===== src/rtl/ebus_pkg.sv =====
package ebus_pkg;

  typedef enum logic {
    PROT_STD   = 1'b0,
    PROT_EARLY = 1'b1
  } rd_prot_e;

  // Index of the final tick of an access, counted from 0 at its first tick.
  // Bus cycles: optional turnaround, one base cycle, optional N+1 waits.
  function automatic int last_tick(input bit turn, input bit wse, input int nws);
    int cycles;
    cycles = (turn ? 1 : 0) + 1 + (wse ? nws + 1 : 0);
    return 2 * cycles - 1;
  endfunction

endpackage


===== src/rtl/ebus_cfg_regs.sv =====
module ebus_cfg_regs
  import ebus_pkg::*;
#(
  parameter int NWS_W   = 3,
  parameter int NWS_RST = 7
) (
  input  logic             clk,
  input  logic             rst_n,
  input  logic             boot_wide,
  input  logic             wr,
  input  logic             early_in,
  input  logic             wse_in,
  input  logic [NWS_W-1:0] nws_in,
  output rd_prot_e         prot,
  output logic             wse,
  output logic [NWS_W-1:0] nws,
  output logic             wide
);

  always_ff @(posedge clk) begin
    if (!rst_n) begin
      prot <= PROT_STD;
      wse  <= 1'b1;
      nws  <= NWS_W'(NWS_RST);
    end else if (wr) begin
      prot <= early_in ? PROT_EARLY : PROT_STD;
      wse  <= wse_in;
      nws  <= nws_in;
    end
  end

  // Width strap: captured on every clock while reset is held
  always_ff @(posedge clk) begin
    if (!rst_n) wide <= boot_wide;
  end

endmodule


===== src/rtl/ebus_seq.sv =====
module ebus_seq
  import ebus_pkg::*;
#(
  parameter int AW    = 16,
  parameter int DW    = 16,
  parameter int NWS_W = 3
) (
  input  logic             clk,
  input  logic             rst_n,
  input  logic             req_valid,
  input  logic             req_write,
  input  logic [AW-1:0]    req_addr,
  input  logic [DW-1:0]    req_wdata,
  input  rd_prot_e         prot,
  input  logic             wse,
  input  logic [NWS_W-1:0] nws,
  output logic             req_ready,
  output logic             busy,
  output logic             active,
  output logic             cur_write,
  output logic             cur_early,
  output logic             in_turn,
  output logic             acc_first,
  output logic [AW-1:0]    cur_addr,
  output logic [DW-1:0]    cur_wdata
);

  localparam int CW = NWS_W + 3;

  logic          busy_q, turn_q, wr_q, early_q, last_wr_q;
  logic [CW-1:0] tcnt_q, last_q, cur_tcnt;
  logic [AW-1:0] addr_q;
  logic [DW-1:0] wdata_q;
  logic          start, need_turn, cur_turn;

  assign start     = !busy_q && req_valid;
  assign need_turn = (prot == PROT_EARLY) && last_wr_q && !req_write;

  always_ff @(posedge clk) begin
    if (!rst_n) begin
      busy_q    <= 1'b0;
      turn_q    <= 1'b0;
      wr_q      <= 1'b0;
      early_q   <= 1'b0;
      last_wr_q <= 1'b0;
      tcnt_q    <= '0;
      last_q    <= '0;
      addr_q    <= '0;
      wdata_q   <= '0;
    end else if (start) begin
      busy_q  <= 1'b1;
      tcnt_q  <= CW'(1);
      turn_q  <= need_turn;
      wr_q    <= req_write;
      early_q <= (prot == PROT_EARLY);
      addr_q  <= req_addr;
      wdata_q <= req_wdata;
      last_q  <= CW'(last_tick(need_turn, wse, int'(nws)));
    end else if (busy_q) begin
      if (tcnt_q == last_q) begin
        busy_q    <= 1'b0;
        last_wr_q <= wr_q;
      end else begin
        tcnt_q <= tcnt_q + CW'(1);
      end
    end else begin
      last_wr_q <= 1'b0;
    end
  end

  // The first tick of an access is driven straight from the request
  assign active    = busy_q || req_valid;
  assign busy      = busy_q;
  assign cur_write = busy_q ? wr_q    : req_write;
  assign cur_early = busy_q ? early_q : (prot == PROT_EARLY);
  assign cur_turn  = busy_q ? turn_q  : need_turn;
  assign cur_tcnt  = busy_q ? tcnt_q  : '0;
  assign cur_addr  = busy_q ? addr_q  : req_addr;
  assign cur_wdata = wdata_q;
  assign in_turn   = active && cur_turn && (cur_tcnt < CW'(2));
  assign acc_first = active && !in_turn && (cur_tcnt == (cur_turn ? CW'(2) : CW'(0)));
  assign req_ready = busy_q && (tcnt_q == last_q);


  ready_pulse_chk: assert property (@(posedge clk) disable iff (!rst_n)
    req_ready |=> !req_ready);


  ready_busy_chk: assert property (@(posedge clk) disable iff (!rst_n)
    req_ready |-> busy_q && !start);

endmodule


===== src/rtl/ebus_pins.sv =====
module ebus_pins #(
  parameter int AW = 16,
  parameter int DW = 16
) (
  input  logic          clk,
  input  logic          rst_n,
  input  logic          wide,
  input  logic          active,
  input  logic          cur_write,
  input  logic          cur_early,
  input  logic          in_turn,
  input  logic          acc_first,
  input  logic          req_ready,
  input  logic [AW-1:0] cur_addr,
  input  logic [DW-1:0] cur_wdata,
  input  logic [DW-1:0] mem_din,
  output logic          mem_cs_n,
  output logic [AW-1:0] mem_addr,
  output logic          mem_rd_n,
  output logic          mem_we_n,
  output logic [DW-1:0] mem_dout,
  output logic          mem_doe,
  output logic [DW-1:0] rsp_rdata
);

  localparam int NB = 8;

  logic          drive, rd_low, we_low;
  logic [DW-1:0] lane_mask;

  assign lane_mask = wide ? {DW{1'b1}} : {{(DW-NB){1'b0}}, {NB{1'b1}}};

  assign drive  = active && !in_turn;
  assign rd_low = drive && !cur_write && (cur_early || !acc_first);
  assign we_low = drive && cur_write && !acc_first;

  assign mem_cs_n = !drive;
  assign mem_addr = cur_addr;
  assign mem_rd_n = !rd_low;
  assign mem_we_n = !we_low;
  assign mem_doe  = we_low;
  assign mem_dout = we_low ? (cur_wdata & lane_mask) : '0;

  always_ff @(posedge clk) begin
    if (!rst_n)                      rsp_rdata <= '0;
    else if (req_ready && !cur_write) rsp_rdata <= mem_din & lane_mask;
  end


  strobe_excl_chk: assert property (@(posedge clk) disable iff (!rst_n)
    !(!mem_rd_n && !mem_we_n));


  doe_cs_chk: assert property (@(posedge clk) disable iff (!rst_n)
    mem_doe |-> !mem_cs_n);

endmodule


===== src/rtl/ebus_cycle_gen.sv =====
module ebus_cycle_gen
  import ebus_pkg::*;
#(
  parameter int AW      = 16,
  parameter int DW      = 16,
  parameter int NWS_W   = 3,
  parameter int NWS_RST = 7
) (
  input  logic             clk,
  input  logic             rst_n,
  input  logic             boot_wide,
  input  logic             cfg_wr,
  input  logic             cfg_early,
  input  logic             cfg_wse,
  input  logic [NWS_W-1:0] cfg_nws,
  input  logic             req_valid,
  input  logic             req_write,
  input  logic [AW-1:0]    req_addr,
  input  logic [DW-1:0]    req_wdata,
  output logic             req_ready,
  output logic [DW-1:0]    rsp_rdata,
  output logic             mem_cs_n,
  output logic [AW-1:0]    mem_addr,
  output logic             mem_rd_n,
  output logic             mem_we_n,
  output logic [DW-1:0]    mem_dout,
  output logic             mem_doe,
  input  logic [DW-1:0]    mem_din
);

  rd_prot_e         prot;
  logic             wse, wide;
  logic [NWS_W-1:0] nws;
  logic             busy, active, cur_write, cur_early, in_turn, acc_first;
  logic [AW-1:0]    cur_addr;
  logic [DW-1:0]    cur_wdata;

  ebus_cfg_regs #(.NWS_W(NWS_W), .NWS_RST(NWS_RST)) u_cfg (
    .clk(clk), .rst_n(rst_n), .boot_wide(boot_wide), .wr(cfg_wr),
    .early_in(cfg_early), .wse_in(cfg_wse), .nws_in(cfg_nws),
    .prot(prot), .wse(wse), .nws(nws), .wide(wide)
  );

  ebus_seq #(.AW(AW), .DW(DW), .NWS_W(NWS_W)) u_seq (
    .clk(clk), .rst_n(rst_n), .req_valid(req_valid), .req_write(req_write),
    .req_addr(req_addr), .req_wdata(req_wdata), .prot(prot), .wse(wse), .nws(nws),
    .req_ready(req_ready), .busy(busy), .active(active), .cur_write(cur_write),
    .cur_early(cur_early), .in_turn(in_turn), .acc_first(acc_first),
    .cur_addr(cur_addr), .cur_wdata(cur_wdata)
  );

  ebus_pins #(.AW(AW), .DW(DW)) u_pins (
    .clk(clk), .rst_n(rst_n), .wide(wide), .active(active), .cur_write(cur_write),
    .cur_early(cur_early), .in_turn(in_turn), .acc_first(acc_first),
    .req_ready(req_ready), .cur_addr(cur_addr), .cur_wdata(cur_wdata),
    .mem_din(mem_din), .mem_cs_n(mem_cs_n), .mem_addr(mem_addr),
    .mem_rd_n(mem_rd_n), .mem_we_n(mem_we_n), .mem_dout(mem_dout),
    .mem_doe(mem_doe), .rsp_rdata(rsp_rdata)
  );


  addr_hold_chk: assert property (@(posedge clk) disable iff (!rst_n)
    busy |-> $stable(mem_addr));


  std_first_half_chk: assert property (@(posedge clk) disable iff (!rst_n)
    (acc_first && !cur_early) |-> mem_rd_n);


  turn_quiet_chk: assert property (@(posedge clk) disable iff (!rst_n)
    in_turn |-> (mem_cs_n && mem_rd_n && mem_we_n));


  ready_cs_chk: assert property (@(posedge clk) disable iff (!rst_n)
    req_ready |-> !mem_cs_n);

endmodule


===== config.mk =====
export PLATFORM = sky130hd
export DESIGN_NAME = ebus_cycle_gen
export DESIGN_NICKNAME = d
export VERILOG_FILES = /design/src/rtl/ebus_pkg.sv /design/src/rtl/ebus_cfg_regs.sv /design/src/rtl/ebus_seq.sv /design/src/rtl/ebus_pins.sv /design/src/rtl/ebus_cycle_gen.sv
export SDC_FILE = /design/constraint.sdc
export NUM_CORES = 1
export LEC_CHECK = 0
export ABC_AREA = 1
export BUFFER_PORTS_ARGS = -buffer_cell sky130_fd_sc_hd__buf_2
export CELL_PAD_IN_SITES_DETAIL_PLACEMENT = 1
export CELL_PAD_IN_SITES_GLOBAL_PLACEMENT = 2
export CORE_UTILIZATION = 29
export CTS_CLUSTER_DIAMETER = 150
export CTS_CLUSTER_SIZE = 16
export DETAILED_ROUTE_END_ITERATION = 7
export PLACE_DENSITY = 0.86
export SLEW_MARGIN = 30
export SYNTH_ARGS = -nofsm -noshare
export SYNTH_HDL_FRONTEND = slang
export SYNTH_SLANG_ARGS = --single-unit
export TNS_END_PERCENT = 10

===== constraint.sdc =====
create_clock -name clk -period 3.1 [get_ports clk]
set_clock_uncertainty 0.15 [all_clocks]
set_input_delay 0.155 -clock clk [delete_from_list [all_inputs] [get_ports clk]]
set_output_delay 0.155 -clock clk [all_outputs]
set_load 0.01 [all_outputs]

==> results.py <==
metrics = {
    "run_status": {
        "status": "finished, final reports clean",
    },
    "clocking": {
        "ctsHoldBuffers": 49,
        "cts.repair.resized": 0,
        "cts_max_level": 3,
        "cts_setup_buffers": 0,
        "clkTransAtPathRegs_ns": 0.05,
        "tritoncts": "built",
        "insertion_delay_ns": 0.33,
        "clockRootBuffer": "clkbuf_16",
        "cts.sinks": 71,
        "numCtsBuffers": 9,
        "clockBufferDepth": 2,
    },
    "timing": {
        "post-route-period-util": 0.856,
        "finalSetupViolCount": 0,
        "final_hold_viol_count": 0,
        "setup_tns_ns": 0,
        "fin_ws_ns": 0.445,
        "max_clock_freq_mhz": 377,
        "tightest_slew_ns": 0.678,
        "holdWs_ns": 0.00170,
        "rsz0062_at_grt": "false",
        "max_slew_margin": 0.547,
        "finalMaxSlewViolations": 0,
        "period_needed_ns": 2.65,
    },
    "worst_setup_path": {
        "crit_path_max_fanout": 40,
        "arrival_ns": 2.35,
        "worst_path_max_delay_cell": "inv_2",
        "path_class": "reg -> out",
        "cp_cell_sequence": "inv_2 -> or2_1 -> o211ai_2 -> a21oi_2 -> nor2_4 -> nand2_4 -> nor2_1 -> buf_2",
        "end_kind": "output pin",
        "critPathMaxStageDelay_ns": 0.53,
        "critPathLaunchType": "flop",
        "crit_required_ns": 2.79,
    },
    "logic_synthesis": {
        "synth.distinct_cells": 31,
        "synth_cells": 503,
        "synth_edf_count": 1,
        "postSynthAreaPerCell_um2": 6.82,
        "synth_nets": 567,
        "synth.top_cell.area_share": 0.408,
        "synth-seq-cells": 71,
        "yosysWarnings": 0,
        "synth.yosys.seq_area_share": 0.417,
        "synthTopCellsByArea": "dfxtp_1 41%, nand2_1 12%, o21ai_0 9.3%, nor2_1 8.6%, inv_1 5.5%",
        "synth_top_cell_by_area": "dfxtp_1",
        "synthTopCellsByCount": "106 x nand2_1, 79 x nor2_1, 70 x dfxtp_1",
        "synth-async-reset-ratio": 0,
        "yosysMostFrequentCell": "nand2_1",
        "netlist_area_um2": 3430,
        "synth_flop_cell": "dfxtp_1",
    },
    "placement": {
        "pre_cts_slack_ns": 0.824,
        "gp_congestion": 0.745,
        "place_hpwl_um": 7160,
        "port_buffers": 111,
        "dp.cells": 735,
        "dpl-instance-area_um2": 4060,
    },
    "routing": {
        "wl_per_cell_um": 13.4,
        "viasPerCell": 4.67,
        "dr.first_iter.drc_count": 121,
        "first_pass_iters": 4,
        "postRouteWirelength_um": 10700,
        "ant_nets": 0,
        "via_count": 3735,
        "drc_errors": 0,
    },
    "floorplan": {
        "fp.dieH_um": 111,
        "die_width_um": 111,
        "coreArea_um2": 11500,
        "ios": 112,
        "num_rows": 39,
        "start_util": 0.299,
        "die-area_um2": 12300,
    },
    "finish": {
        "area_growth_pct": 42.5,
        "drive_gt1_frac": 0.236,
        "fin_util": 0.426,
        "layout.nets": 716,
        "multi_input_area_um2": 1650,
        "diodes": 0,
        "fin_area_um2": 4890,
        "num-fill-cells": 1450,
        "final_cells": 800,
        "seq_area_um2": 1430,
    },
    "global_route": {
        "grt_max_degree": 63,
        "grt_pass1_wl_um": 18000,
        "antenna_found_initial": 0,
        "grt_pass1_vias": 3842,
        "overflow": 0,
        "grt_use_total": 0.179,
    },
    "power_and_ir_drop": {
        "power.leakage_nw": 2.32,
        "power.density_nw_per_um2": 553,
        "p_total_mw": 2.70,
        "vdd_drop_max_mv": 0.273,
    },
    "job": {
        "max_cap_viol_count": 0,
    },
    "worst_hold_path": {
        "hold_class": "in -> reg",
    },
}
-- report_power, final --
| group | switching [mW] | total, mW | internal [mW] |
|---|---|---|---|
| clock network | 0.379 | 1.17 | 0.793 |
| registers | 0.0446 | 1.03 | 0.990 |
| logic | 0.298 | 0.497 | 0.199 |
| total | 0.721 | 2.70 | 1.98 |
-- sequential cells by signal, summed over array words and instances (netlist names) --
register and flops:
u_cfg.nws 3, u_seq.turn_q 1, u_pins.rsp_rdata 16, u_cfg.wide 1, u_cfg.prot 1, u_seq.addr_q 16, u_cfg.wse 1, u_seq.last_wr_q 1
u_seq.last_q 6, u_seq.busy 1, u_seq.early_q 1, u_seq.cur_wdata 16, u_seq.tcnt_q 6, u_seq.wr_q 1
-- layout make-up --
cell class              instances  share of cell area
clock inverters                 2              0.0123
well taps                     143              0.0366
multi-input cells             348               0.337
repair buffers                162               0.217
clock buffers                  14              0.0581
inverters                      60              0.0461
flip-flops and latches         71               0.293
-- placed cells by master, fill, tap and decap left out, types with 2 or more instances in the layout --
cell type and n:
clkbuf_8 4, inv_2 8, nand2_1 106, a21oi_1 37
buf_4 2, a21oi_2 2, dlygate4sd3_1 49, dfxtp_1 70
o21ai_0 64, clkbuf_16 9, nor2_4 2, nor2_2 9
nand3_1 22, clkinv_1 2, nor2_1 79, xor2_1 3
ha_1 5, inv_1 50, buf_2 111, bufinv_16 2
nor3_1 2, nand3b_1 8
-- cell families after synthesis --
kind of cell	synth area share
AND/OR/NAND/NOR	0.296
flip-flops	0.417
adder cells (fa/ha/maj)	0.0182
AO/OA/AOI/OAI	0.156
buffers and inverters	0.102
XOR/XNOR	0.0102
-- worst paths after layout --
kind              slack (ns)               end              from  cells past startpoint
setup reg to reg        1.00   u_seq.last_q[4]         u_cfg.wse                     12
setup / recovery        0.45       mem_dout[4]        u_seq.busy                      8
hold reg to reg         0.30  u_seq.addr_q[14]  u_seq.addr_q[14]                      2
hold / removal         0.002   u_seq.addr_q[1]       req_addr[1]                      3
-- worst max-delay path, delay by kind of cell, from the launching register on --
kind                   cells  cell delay, ns
AOI/OAI and AO/OA          2            0.39
buffers and inverters      2            0.68
and+or+nand+nor            4            0.57
DFF                        1            0.37
-- routing by layer --
layer	GRT usage	wire length (µm)	vias to the layer above
met5	0	0	-
met4	0.0596	164	0
met3	0.0476	619	12
met2	0.298	5010	101
met1	0.224	4930	1735
li1	-	-	1887
(Power assumes the default switching activity.)
